**src/rtl/prio_vec_intc_pkg.sv**
```systemverilog
package prio_vec_intc_pkg;
  localparam int VEC_W      = 7;
  localparam int ADDR_W     = 24;
  localparam int TRAP_SLOTS = 8;
  localparam int UPRIO_W    = 3;
  localparam int EPRIO_W    = UPRIO_W + 1;
  localparam int CTL_W      = 16;
  localparam int CTL_ALT_BIT = 15;
  localparam logic [ADDR_W-1:0] PRI_BASE   = 24'h000004;
  localparam logic [ADDR_W-1:0] ALT_OFFSET = 24'h000100;
  localparam logic [EPRIO_W-1:0] TRAP_RANK = EPRIO_W'(1 << UPRIO_W);

  typedef struct packed {
    logic               valid;
    logic [VEC_W-1:0]   num;
    logic [EPRIO_W-1:0] rank;
  } win_t;

  // vector number of flat source index i (traps first)
  function automatic logic [VEC_W-1:0] src_vec(input int i, input int ntraps);
    if (i < ntraps) return VEC_W'(i);
    return VEC_W'(TRAP_SLOTS + i - ntraps);
  endfunction

  // table entry address: base plus two units per vector
  function automatic logic [ADDR_W-1:0] vec_addr(input logic alt, input logic [VEC_W-1:0] num);
    logic [ADDR_W-1:0] base;
    base = alt ? (PRI_BASE + ALT_OFFSET) : PRI_BASE;
    return base + {{(ADDR_W-VEC_W-1){1'b0}}, num, 1'b0};
  endfunction

  // effective rank: traps above every user level
  function automatic logic [EPRIO_W-1:0] src_rank(input logic is_trap, input logic [UPRIO_W-1:0] up);
    return is_trap ? TRAP_RANK : {1'b0, up};
  endfunction
endpackage

```
**src/rtl/prio_vec_intc_pending.sv**
```systemverilog
module prio_vec_intc_pending #(
  parameter int NS = 20
) (
  input  logic          clk,
  input  logic          rst_n,
  input  logic [NS-1:0] set_i,
  input  logic [NS-1:0] clr_i,
  output logic [NS-1:0] pend_q,
  output logic [NS-1:0] pend_n
);
  for (genvar i = 0; i < NS; i++) begin : g_bit
    assign pend_n[i] = (pend_q[i] & ~clr_i[i]) | set_i[i];

    always_ff @(posedge clk) begin
      if (!rst_n) pend_q[i] <= 1'b0;
      else        pend_q[i] <= pend_n[i];
    end


    clear_takes_chk: assert property (@(posedge clk) disable iff (!rst_n)
      (clr_i[i] && !set_i[i]) |=> !pend_q[i]);


    set_holds_chk: assert property (@(posedge clk) disable iff (!rst_n)
      set_i[i] |=> pend_q[i]);
  end
endmodule

```
**src/rtl/prio_vec_intc_arbiter.sv**
```systemverilog
module prio_vec_intc_arbiter
  import prio_vec_intc_pkg::*;
#(
  parameter int N_TRAPS = 4,
  parameter int N_IRQ   = 16,
  localparam int NS     = N_TRAPS + N_IRQ
) (
  input  logic                     clk,
  input  logic                     rst_n,
  input  logic [NS-1:0]            pend_i,
  input  logic [N_IRQ-1:0]         irq_en,
  input  logic [UPRIO_W*N_IRQ-1:0] irq_prio,
  input  logic [UPRIO_W-1:0]       cpu_prio,
  output win_t                     win_o
);
  logic [NS-1:0]      elig;
  logic [EPRIO_W-1:0] rank [NS];
  logic [VEC_W-1:0]   vnum [NS];

  for (genvar i = 0; i < NS; i++) begin : g_src
    assign vnum[i] = src_vec(i, N_TRAPS);
    if (i < N_TRAPS) begin : g_trap
      assign rank[i] = src_rank(1'b1, '0);
      assign elig[i] = pend_i[i];
    end else begin : g_irq
      logic [UPRIO_W-1:0] up;
      assign up      = irq_prio[UPRIO_W*(i-N_TRAPS) +: UPRIO_W];
      assign rank[i] = src_rank(1'b0, up);
      assign elig[i] = pend_i[i] & irq_en[i-N_TRAPS] & (up != '0) & (up > cpu_prio);
    end
  end

  // strict compare keeps the lowest index among equal ranks
  always_comb begin
    win_o = '0;
    for (int i = 0; i < NS; i++) begin
      if (elig[i] && (!win_o.valid || rank[i] > win_o.rank)) begin
        win_o.valid = 1'b1;
        win_o.num   = vnum[i];
        win_o.rank  = rank[i];
      end
    end
  end


  trap_first_chk: assert property (@(posedge clk) disable iff (!rst_n)
    (|pend_i[N_TRAPS-1:0]) |-> (win_o.valid && win_o.rank == TRAP_RANK && win_o.num < VEC_W'(N_TRAPS)));


  above_cpu_chk: assert property (@(posedge clk) disable iff (!rst_n)
    (win_o.valid && win_o.rank != TRAP_RANK) |-> (win_o.rank > {1'b0, cpu_prio}));
endmodule

```
**src/rtl/prio_vec_intc_vecreg.sv**
```systemverilog
module prio_vec_intc_vecreg
  import prio_vec_intc_pkg::*;
(
  input  logic              clk,
  input  logic              rst_n,
  input  win_t              win_i,
  input  logic              ack_fire,
  input  logic              ctl_alt,
  output logic              req_q,
  output logic [VEC_W-1:0]  num_q,
  output logic [ADDR_W-1:0] addr_q,
  output logic              alt_sel_q
);
  logic alt_eff;
  assign alt_eff = ack_fire ? ctl_alt : alt_sel_q;

  always_ff @(posedge clk) begin
    if (!rst_n) begin
      req_q     <= 1'b0;
      num_q     <= '0;
      addr_q    <= '0;
      alt_sel_q <= 1'b0;
    end else begin
      req_q     <= win_i.valid;
      alt_sel_q <= alt_eff;
      if (win_i.valid) begin
        num_q  <= win_i.num;
        addr_q <= vec_addr(alt_eff, win_i.num);
      end
    end
  end


  alt_latched_chk: assert property (@(posedge clk) disable iff (!rst_n)
    !ack_fire |=> $stable(alt_sel_q));


  req_follows_chk: assert property (@(posedge clk) disable iff (!rst_n)
    win_i.valid |=> req_q);
endmodule

```
**src/rtl/prio_vec_intc.sv**
```systemverilog
module prio_vec_intc
  import prio_vec_intc_pkg::*;
#(
  parameter int N_TRAPS = 4,
  parameter int N_IRQ   = 16
) (
  input  logic                     clk,
  input  logic                     rst_n,
  input  logic [N_TRAPS-1:0]       trap_req,
  input  logic [N_IRQ-1:0]         irq_req,
  input  logic [N_IRQ-1:0]         irq_en,
  input  logic [3*N_IRQ-1:0]       irq_prio,
  input  logic [2:0]               cpu_prio,
  input  logic                     ctl_wr,
  input  logic [15:0]              ctl_wdata,
  input  logic                     cpu_ack,
  output logic                     cpu_irq,
  output logic [6:0]               vec_num,
  output logic [23:0]              vec_addr
);
  localparam int NS = N_TRAPS + N_IRQ;

  logic          ctl_alt_q;
  logic          ack_fire;
  logic [NS-1:0] set_m, clr_m, pend_q, pend_n;
  win_t          win;
  logic          alt_sel_q;

  always_ff @(posedge clk) begin
    if (!rst_n)      ctl_alt_q <= 1'b0;
    else if (ctl_wr) ctl_alt_q <= ctl_wdata[CTL_ALT_BIT];
  end

  assign ack_fire = cpu_ack & cpu_irq;
  assign set_m    = {irq_req, trap_req};

  for (genvar i = 0; i < NS; i++) begin : g_clr
    assign clr_m[i] = ack_fire && (vec_num == src_vec(i, N_TRAPS));
  end

  prio_vec_intc_pending #(.NS(NS)) pend_i (
    .clk(clk), .rst_n(rst_n), .set_i(set_m), .clr_i(clr_m),
    .pend_q(pend_q), .pend_n(pend_n)
  );

  prio_vec_intc_arbiter #(.N_TRAPS(N_TRAPS), .N_IRQ(N_IRQ)) arb_i (
    .clk(clk), .rst_n(rst_n), .pend_i(pend_n), .irq_en(irq_en),
    .irq_prio(irq_prio), .cpu_prio(cpu_prio), .win_o(win)
  );

  prio_vec_intc_vecreg vreg_i (
    .clk(clk), .rst_n(rst_n), .win_i(win), .ack_fire(ack_fire),
    .ctl_alt(ctl_alt_q), .req_q(cpu_irq), .num_q(vec_num),
    .addr_q(vec_addr), .alt_sel_q(alt_sel_q)
  );


  ack_one_chk: assert property (@(posedge clk) disable iff (!rst_n)
    $onehot0(clr_m));


  ack_hits_chk: assert property (@(posedge clk) disable iff (!rst_n)
    ack_fire |-> ($countones(clr_m & pend_q) == 1));
endmodule

```
**config.mk**
```make
export PLATFORM = sky130hd
export DESIGN_NAME = prio_vec_intc
export DESIGN_NICKNAME = d
export VERILOG_FILES = /design/src/rtl/prio_vec_intc_pkg.sv /design/src/rtl/prio_vec_intc_pending.sv /design/src/rtl/prio_vec_intc_arbiter.sv /design/src/rtl/prio_vec_intc_vecreg.sv /design/src/rtl/prio_vec_intc.sv
export SDC_FILE = /design/constraint.sdc
export NUM_CORES = 1
export LEC_CHECK = 0
export CORE_MARGIN = 4
export CORE_UTILIZATION = 46
export DETAILED_ROUTE_END_ITERATION = 10
export GPL_TIMING_DRIVEN = 1
export HOLD_SLACK_MARGIN = 0.15
export PLACE_DENSITY = 0.8
export REMOVE_ABC_BUFFERS = 1
export SETUP_SLACK_MARGIN = 0.05
export SYNTH_ARGS = -nofsm -noshare
export SYNTH_HDL_FRONTEND = slang
export SYNTH_SLANG_ARGS = --single-unit
export TNS_END_PERCENT = 10
```
**constraint.sdc**
```tcl
create_clock -name clk -period 24.1 [get_ports clk]
set_input_delay 2.41 -clock clk [delete_from_list [all_inputs] [get_ports clk]]
set_output_delay 2.41 -clock clk [all_outputs]
set_load 0.02 [all_outputs]
```
== After elaboration in Yosys (flattened, before gate mapping) ==
Cells that the tools add are included.

* Magnitude comparators: 35
* Eq/ne operators: 19
* Add/subtract/negate cells: 1
* Multipliers: 0
* Shift operators: 0
* Div/mod/pow operators: 0
* Multiplexer cells: 22
* Bitwise logic cells: 109
* Reductions and logical operators: 94

{| class="wikitable"
|+ Operators by type and width
! cell !! number
|-
| 12-bit 2-to-1 mux || 20
|-
| 1-bit bitwise AND || 69
|-
| 3-bit by 4-bit greater-than comparator with 1-bit output || 16
|-
| 7-bit by 4-bit == test with 1-bit output (second input constant) || 8
|-
| 7-bit by 5-bit == test with 1-bit output (second input constant) || 8
|-
| 3-bit greater-than comparator || 16
|-
| 3-bit nonzero test || 16
|-
| 1-bit logical AND || 39
|-
| 24-bit by 8-bit adder with 24-bit output || 1
|-
| 1-bit inverter || 20
|-
| 1-bit OR || 20
|-
| 1-bit zero test || 19
|-
| 1-bit logical OR || 19
|-
| 7-bit by 2-bit == test with 1-bit output (second input constant) || 2
|-
| 4-bit greater-than comparator (first input constant) || 3
|-
| 9-bit 2-to-1 mux || 1
|-
| 7-bit by 1-bit == test with 1-bit output (second input constant) || 1
|-
| 7-bit zero test || 1
|-
| 1-bit 2-to-1 mux || 1
|}

* Bits in read-only memories: 0
* Latch bits: 0
* Memories: 0
* Memory bits (writable): 0
* Register bits: 54

== Depth between registers and ports, before layout ==
Gate-level depths: netlist of run 1.

* Depth in word-level cells: 83
* Depth in mapped cells: 136

== Modules after synthesis ==
A second synthesis of run 1 with hierarchy kept.

* Cells, all modules: 698
* Area total of the unflattened synthesis: 5612.9 sq um

{| class="wikitable"
|+ Modules (own cells, without submodules)
! module !! instances !! sequential area each (sq um) !! area an instance (sq um) !! cells each
|-
| prio_vec_intc_arbiter || 1 || 0.0 || 3737.3 || 493
|-
| prio_vec_intc_pending || 1 || 400.4 || 823.3 || 82
|-
| prio_vec_intc_vecreg || 1 || 340.3 || 819.5 || 86
|-
| prio_vec_intc || 1 || 20.0 || 232.7 || 37
|}

== Least setup slack after synthesis of run 1 ==
OpenSTA, ideal clock, no wires.

* Kind: input -> register
* Start point: input port cpu_prio[1]
* End point: register vreg_i.addr_q[4]
* Data required time: 24.030 ns
* Stages: 126
* Slack: -0.792 ns
* Setup time: 0.070 ns
* Buffers on the path: 3
* Arrival: 24.822 ns
* Cells stage by stage: inv_1 > ha_1 > nand3_1 > o311ai_0 > or3_1 > buf_2 > nor2_1 > nand2_1 > ha_1 > nor2b_1 > o21a_1 > o21ai_0 > a21oi_1 > a21o_1 > nand2_1 > ha_1 > nor2b_1 > o21ai_0 > (+90 left out) > ha_1 > a21o_1 > a21oi_1 > a311o_1 > a21oi_4 > mux2_2 > a21oi_1 > ha_1 > nor2b_1 > o21a_1 > o21ai_0 > a21oi_1 > nor4b_2 > o41a_4 > inv_1 > ha_1 > mux2_1 > a21oi_1

{| class="wikitable"
|+ RTL lines
! element !! RTL line !! text
|-
| from (decl) || prio_vec_intc.sv:13 || <nowiki>input logic [2:0] cpu_prio,</nowiki>
|-
| to (signal assigned) || prio_vec_intc_vecreg.sv:28 || <nowiki>addr_q <= vec_addr(alt_eff, win_i.num);</nowiki>
|-
| to (decl) || prio_vec_intc_vecreg.sv:11 || <nowiki>output logic [ADDR_W-1:0] addr_q,</nowiki>
|}

==> reports/metrics.yaml, run 1 <==
job:
  max_cap_violations: 0
setup_path:
  rrSetupSlack_ns: 1.22
  setup.worst_path.class: "in -> reg"
  path_delay_family: "compound AO/OA/AOI/OAI gates"
  endpoint_kind: "flop"
  timing.critical_path.from_type: "input port"
  critical_path_buf_inv_count: 14
  worst-r2r-cell-count: 125
  worst_path_largest_cell_delay_ns: 0.52
  slowest_cell_on_crit_path: "or4_4"
  path_depth: 126
  crit_required_ns: 24.32
  critical_path.max_fanout: 7
  crit-reg2reg-launch: "vreg_i.num_q[0]"
  most_used_cell_along_the_critical_path: "ha_4"
  crit-reg2reg-capture: "vreg_i.addr_q[4]"
  worst-endpoint-arrival_ns: 24.46
synth:
  syn_area_per_cell_um2: 7.83
  yosys.cell_types.count: 78
  async_flop_share: 0
  synth_warnings: 0
  post_synth_inst_count: 657
  yosysSeqAreaShare: 0.132
  yosys_most_used_dff: "dfxtp_1"
  postSynthRegisterBits: 34
  count_of_flip_flops_with_a_built_in_enable_after_synthesis: 0
  synthesis.area_um2: 5140
pwr:
  power_uw: 240
  p_leak_nw: 3.64
  power.share.clock: 0.228
  cell_internal_pwr_uw: 153
  power_density_over_the_cells_nw_per_um2: 28.4
  fraction_of_power_consumed_by_sequential_logic: 0.259
  swShare: 0.362
  power.switching_uw: 87.0
  peakVddDrop_mv: 0.0372
  part_of_the_total_power_dissipated_in_combinational_logic: 0.513
route:
  detail_route.wirelength_um: 21700
  detail-route-antenna-nets: 0
  top_signal_layer_used: "met4"
  met3_wirelength_um: 1940
  detail_route.wl_per_cell_um: 20.7
  route.vias.total: 6743
  post_drt_via_cell_ratio: 6.44
  detail_route.iter0.violations: 430
  detailroute.wirelength.met2_um: 10600
  wl_met1_um: 7780
  dr.pass1.iters: 6
  remaining_drc_errors: 0
clock_network:
  clk_root_buffer_cell: "clkbuf_8"
  numCtsBuffers: 5
  sink_count_of_the_clock_tree: 34
  holdBufCountCts: 0
  cts_tree: "yes"
  clock_h_tree_levels: 2
  insertion_delay_ns: 0.29
  cts_max_path_buffers: 2
  clk_pin_slew_worst_paths_ns: 0.07
placed_design:
  buffer_ports.inserted: 104
  post_dp_cell_area_um2: 6880
  dp_worst_setup_slack_ns: -1.48
  gp_congestion: 0.917
  dp.final_hpwl_um: 13500
  dp.cells: 974
layout:
  num_antenna_cells: 0
  final_core_utilization: 0.777
  layoutNonFillerInstCount: 1047
  post_layout_nets: 1108
  drive_gt1_frac: 0.370
  nFillCells: 649
  finalInstanceArea_um2: 8460
  area.growth.synth_to_final_pct: 64.5
die:
  core_rows: 38
  die-area_um2: 12900
  io_pins: 139
  initial_core_util: 0.472
  die_height_um: 114
  die_width_um: 114
  placeableCoreArea_um2: 10900
global_routing:
  grt_pass1_vias: 6492
  grt_usage: 0.279
  grt_max_degree: 29
  number_of_antenna_violations_at_the_first_check_in_global_routing: 0
  grt_first_pass_wirelength_um: 30100
  grt.overflow.total: 0
sta:
  fin_worst_skew_ns: 0.0103
  achievable-frequency_mhz: 41.3
  setup_total_negative_slack_ns: -0.256
  final_critical_path_setup_slack_ns: -0.138
  tightest_slew_ns: 1.39
  final_min_period_over_clock_period: 1.01
  worst_slew_margin_rel: 0.0743
  setup_repair_after_global_routing_missed_its_margin: "true"
  finalHoldViolations: 0
  final.min_clock_period_ns: 24.24
  maxSlewViolCount: 0
  holdWs_ns: 0.472
  setup_viol: 3
worst_hold_path:
  min_to: "vreg_i.addr_q[8]"
  worst_hold_startpoint: "vreg_i.addr_q[8]"
  worstHoldPathCells: 2
  hold_class: "reg -> reg"
run_status:
  outcome: "finished, violations left"
  violations_in_the_final_reports: "negative setup slack"
## power groups by stage
stage	combinational [mW]	clock (mW)	sequential (mW)
final	0.123	0.0549	0.0622
after global routing	0.132	0.0560	0.0624
after CTS	0.102	0.0536	0.0618
after detailed placement	0.0901	0	0.0630
after global placement	0.0854	0	0.0628
after floorplan	0.0464	0	0.0633
## layout by cell type, fill, tap and decap left out, types with 11 or more instances in the layout
cell	Yosys	final
inv_1	61	54
clkdlybuf4s50_1	0	92
conb_1	1	19
dfxtp_1	34	34
nand2_1	28	23
a21oi_1	46	33
nor2b_1	23	14
a21o_1	17	17
buf_4	20	145
a21oi_2	1	12
o311ai_0	15	13
nand3_1	29	23
nor2_1	47	40
ha_1	94	61
o21ai_0	27	13
ha_2	0	11
nor3_1	17	14
buf_6	1	11
ha_4	0	22
## worst reg2reg max path: cells and delay by family (launching register included)
family / cells / cell delay, ns
buf+inv: 13 / 1.82
compound gates: 57 / 8.57
simple gates: 33 / 5.68
fa+ha+maj: 16 / 4.18
mux: 6 / 1.83
flops: 1 / 0.75
## sequential cells by signal, summed over array words and instances (netlist names)
name,cells
ctl_alt_q,1
pend_i.pend_q,20
vreg_i.addr_q,6
vreg_i.alt_sel_q,1
vreg_i.num_q,5
vreg_i.req_q,1
## metal layers
metal,vias up,track usage
met5,-,0
met4,0,0.118
met3,140,0.0462
met2,458,0.495
met1,3182,0.331
li1,2963,-
## cell usage after synthesis, drive strengths merged (4+ instances only)
cell type / instances / area, µm²
ha: 94 / 1180
inv: 62 / 233
a21oi: 48 / 255
nor2: 48 / 183
dfxtp: 34 / 681
buf: 30 / 204
o21ai: 30 / 150
nand3: 29 / 145
nand2: 28 / 105
nor2b: 23 / 144
nor3: 20 / 115
a21o: 17 / 128
o311ai: 15 / 131
or3: 14 / 87.6
mux2: 12 / 135
a221oi: 11 / 109
a31oi: 10 / 62.6
and2: 9 / 56.3
o21a: 9 / 67.6
o31ai: 9 / 67.6
a32oi: 7 / 61.3
mux2i: 7 / 70.1
a211oi: 6 / 45.0
nand2b: 6 / 37.5
a41oi: 5 / 51.3
and3: 5 / 31.3
or2: 5 / 31.3
clkbuf: 4 / 15.0
nor4: 4 / 37.5
o22ai: 4 / 25.0
o41ai: 4 / 35.0
## layout make-up
class	count	area [µm²]	area share
Timing Repair Buffer	259	2250	0.266
Clock inverter	1	30.0	0.00355
Inverter	62	233	0.0275
Clock buffer	6	82.6	0.00976
Multi-Input combinational cell	545	5010	0.592
Tap cell	140	175	0.0207
Sequential cell	34	681	0.0805
## worst max path at each step
stage	start	end
2_1_floorplan	cpu_prio[1]	vreg_i.addr_q[4]
3_3_place_gp	cpu_prio[0]	vreg_i.addr_q[4]
3_5_place_dp	cpu_prio[0]	vreg_i.addr_q[4]
4_1_cts	cpu_prio[2]	vreg_i.addr_q[4]
5_1_grt	trap_req[3]	vreg_i.addr_q[4]
6_report	trap_req[3]	vreg_i.addr_q[4]
## kinds of logic (layout without fill, tap and decap cells)
group | count (synthesis) | after routing | synth area share
buffers and inverters | 96 | 328 | 0.0878
AO/OA/AOI/OAI | 204 | 204 | 0.287
flip-flops | 34 | 34 | 0.132
other | 1 | 19 | 0.000729
multiplexers | 19 | 19 | 0.0399
AND/OR/NAND/NOR | 209 | 209 | 0.224
adder cells (fa/ha/maj) | 94 | 94 | 0.229
## repair_timing
item                                    CTS  global route
gates cloned                              0             0
endpoints found under the setup margin    9             9
resized for setup                        95           133
setup buffers                            38            29
endpoints found under the hold margin     0             0
pin swaps                                61           106
No activity file was read; power rests on OpenSTA's default activity.
==> run 2, diff against run 1 <==
MAX_ROUTING_LAYER = met4   (was unset)
==> run 2 against run 1 <==
  * The flow still finishes with violations (negative setup slack)
  * Sequential share of layout area increased by 0.39 points
  * Via count decreased by 7.2%
  * Clock power decreased by 20%
  * Critical path type unchanged
==> reports/metrics.yaml, run 2 (same netlist as run 1, synthesis figures left out) <==
run_status:
  outcome: "finished, violations left"
  violations_in_the_final_reports: "negative setup slack"
layout:
  final_core_utilization: 0.741
  largest_registers: "pend_i.pend_q x20, vreg_i.addr_q x6, vreg_i.num_q x5"
  num_antenna_cells: 0
  layout_common_cells: "buf_4, clkdlybuf4s50_1, ha_1, inv_1, nor2_1"
  finalInstanceArea_um2: 8070
  nFillCells: 771
  area.growth.synth_to_final_pct: 56.8
  drive_gt1_frac: 0.326
  post_layout_nets: 1067
  layout_commonest_cell: "buf_4"
  top_register: "pend_i.pend_q"
  largest_register_ff_count: 20
clock_network:
  holdBufCountCts: 0
  cts_tree: "yes"
  clk_root_buffer_cell: "clkbuf_8"
  clock_h_tree_levels: 2
  sink_count_of_the_clock_tree: 34
  clk_pin_slew_worst_paths_ns: 0.07
  numCtsBuffers: 5
  insertion_delay_ns: 0.29
  cts_max_path_buffers: 2
sta:
  achievable-frequency_mhz: 41.2
  setup_repair_after_global_routing_missed_its_margin: "true"
  setup_viol: 3
  tightest_slew_ns: 1.24
  final_min_period_over_clock_period: 1.01
  maxSlewViolCount: 0
  worst_slew_margin_rel: 0.172
  final_critical_path_setup_slack_ns: -0.144
  fin_worst_skew_ns: 0.00655
  finalHoldViolations: 0
  final.min_clock_period_ns: 24.24
  setup_total_negative_slack_ns: -0.168
setup_path:
  worst-endpoint-arrival_ns: 24.46
  cp-startpoint: "trap_req[3]"
  endpoint_kind: "flop"
  worst-r2r-cell-count: 131
  worst_path_largest_cell_delay_ns: 0.51
  most_used_cell_along_the_critical_path: "nor2b_4"
  setup.worst_path.class: "in -> reg"
  critical_path.endpoint: "vreg_i.addr_q[4]"
  critical_path.max_fanout: 5
  crit-reg2reg-launch: "vreg_i.num_q[0]"
  slowest_cell_on_crit_path: "or4_4"
  rrSetupSlack_ns: 1.21
  crit-reg2reg-capture: "vreg_i.addr_q[4]"
  timing.critical_path.from_type: "input port"
  crit_required_ns: 24.32
global_routing:
  grt_usage: 0.259
  grt_pass1_vias: 5985
  grt_max_degree: 29
  number_of_antenna_violations_at_the_first_check_in_global_routing: 0
  grt_first_pass_wirelength_um: 27100
  grt.overflow.total: 0
job:
  max_cap_violations: 0
worst_hold_path:
  hold_class: "reg -> reg"
die:
  die-area_um2: 12900
  io_pins: 139
  initial_core_util: 0.472
  core_rows: 38
  die_width_um: 114
  placeableCoreArea_um2: 10900
  die_height_um: 114
pwr:
  power_uw: 218
  power_density_over_the_cells_nw_per_um2: 27.0
  peakVddDrop_mv: 0.0325
  p_leak_nw: 3.45
route:
  detail_route.wl_per_cell_um: 19.3
  post_drt_via_cell_ratio: 6.22
  dr.pass1.iters: 5
  route.vias.total: 6260
  detail-route-antenna-nets: 0
  detail_route.iter0.violations: 397
  remaining_drc_errors: 0
  detail_route.wirelength_um: 19400
placed_design:
  gp_congestion: 0.966
  dp.final_hpwl_um: 13600
  buffer_ports.inserted: 104
  post_dp_cell_area_um2: 6880
-- run 2: worst max-delay path: cells and delay by family --
| family | cells | cell delay, ns |
|---|---|---|
| adders and majority gates | 15 | 3.61 |
| muxes | 5 | 1.62 |
| and+or+nand+nor | 29 | 4.95 |
| AOI/OAI and AO/OA | 66 | 9.64 |
| buffers and inverters | 17 | 2.21 |
-- run 2: metrics by stage --
step	instances	hold slack, ns	setup WS [ns]
5_1_grt	1007	0.504	-1.30
6_report	1007	0.482	-0.144
3_3_place_gp	974	0.441	-0.559
3_5_place_dp	974	0.449	-1.38
4_1_cts	985	0.460	-0.524
2_1_floorplan	641	0.438	-1.01
-- run 2: how the worst min path moves through the flow --
stage                       from                 to  slack (ns)  cells past startpoint
4_1_cts         vreg_i.addr_q[4]   vreg_i.addr_q[4]        0.46                      2
3_5_place_dp    vreg_i.addr_q[4]   vreg_i.addr_q[4]        0.45                      2
5_1_grt         vreg_i.addr_q[8]   vreg_i.addr_q[8]        0.50                      2
2_1_floorplan  pend_i.pend_q[18]  pend_i.pend_q[18]        0.44                      2
6_report        vreg_i.addr_q[8]   vreg_i.addr_q[8]        0.48                      2
3_3_place_gp    vreg_i.addr_q[8]   vreg_i.addr_q[8]        0.44                      2
-- run 2: timing repair --
action | 4_1_cts | 5_1_grt
endpoints found under the setup margin | 9 | 9
setup buffers | 3 | 22
pin swaps | 9 | 94
resized for setup | 20 | 184
-- run 2: final cells by class --
cell class                      count  area [µm²]  share of cell area
Clock buffer                        7        86.3              0.0107
Clock inverter                      1        5.00            0.000621
Inverter                           62         233              0.0289
Multi-Input combinational cell    545        4950               0.614
Sequential cell                    34         681              0.0844
Tap cell                          140         175              0.0217
Timing Repair Buffer              218        1930               0.240
-- run 2: power by group --
group	switching, mW	internal, mW
logic	0.0574	0.0546
registers	0.00261	0.0595
clock network	0.0207	0.0230
total	0.0807	0.137
-- run 2: routing by layer --
metal  wire, µm  up-vias  track usage
li1           -     2876            -
met1       7580     2977        0.311
met2       9730      316        0.448
met3       1260       91       0.0318
met4        826        0       0.0849
met5          0        -            -
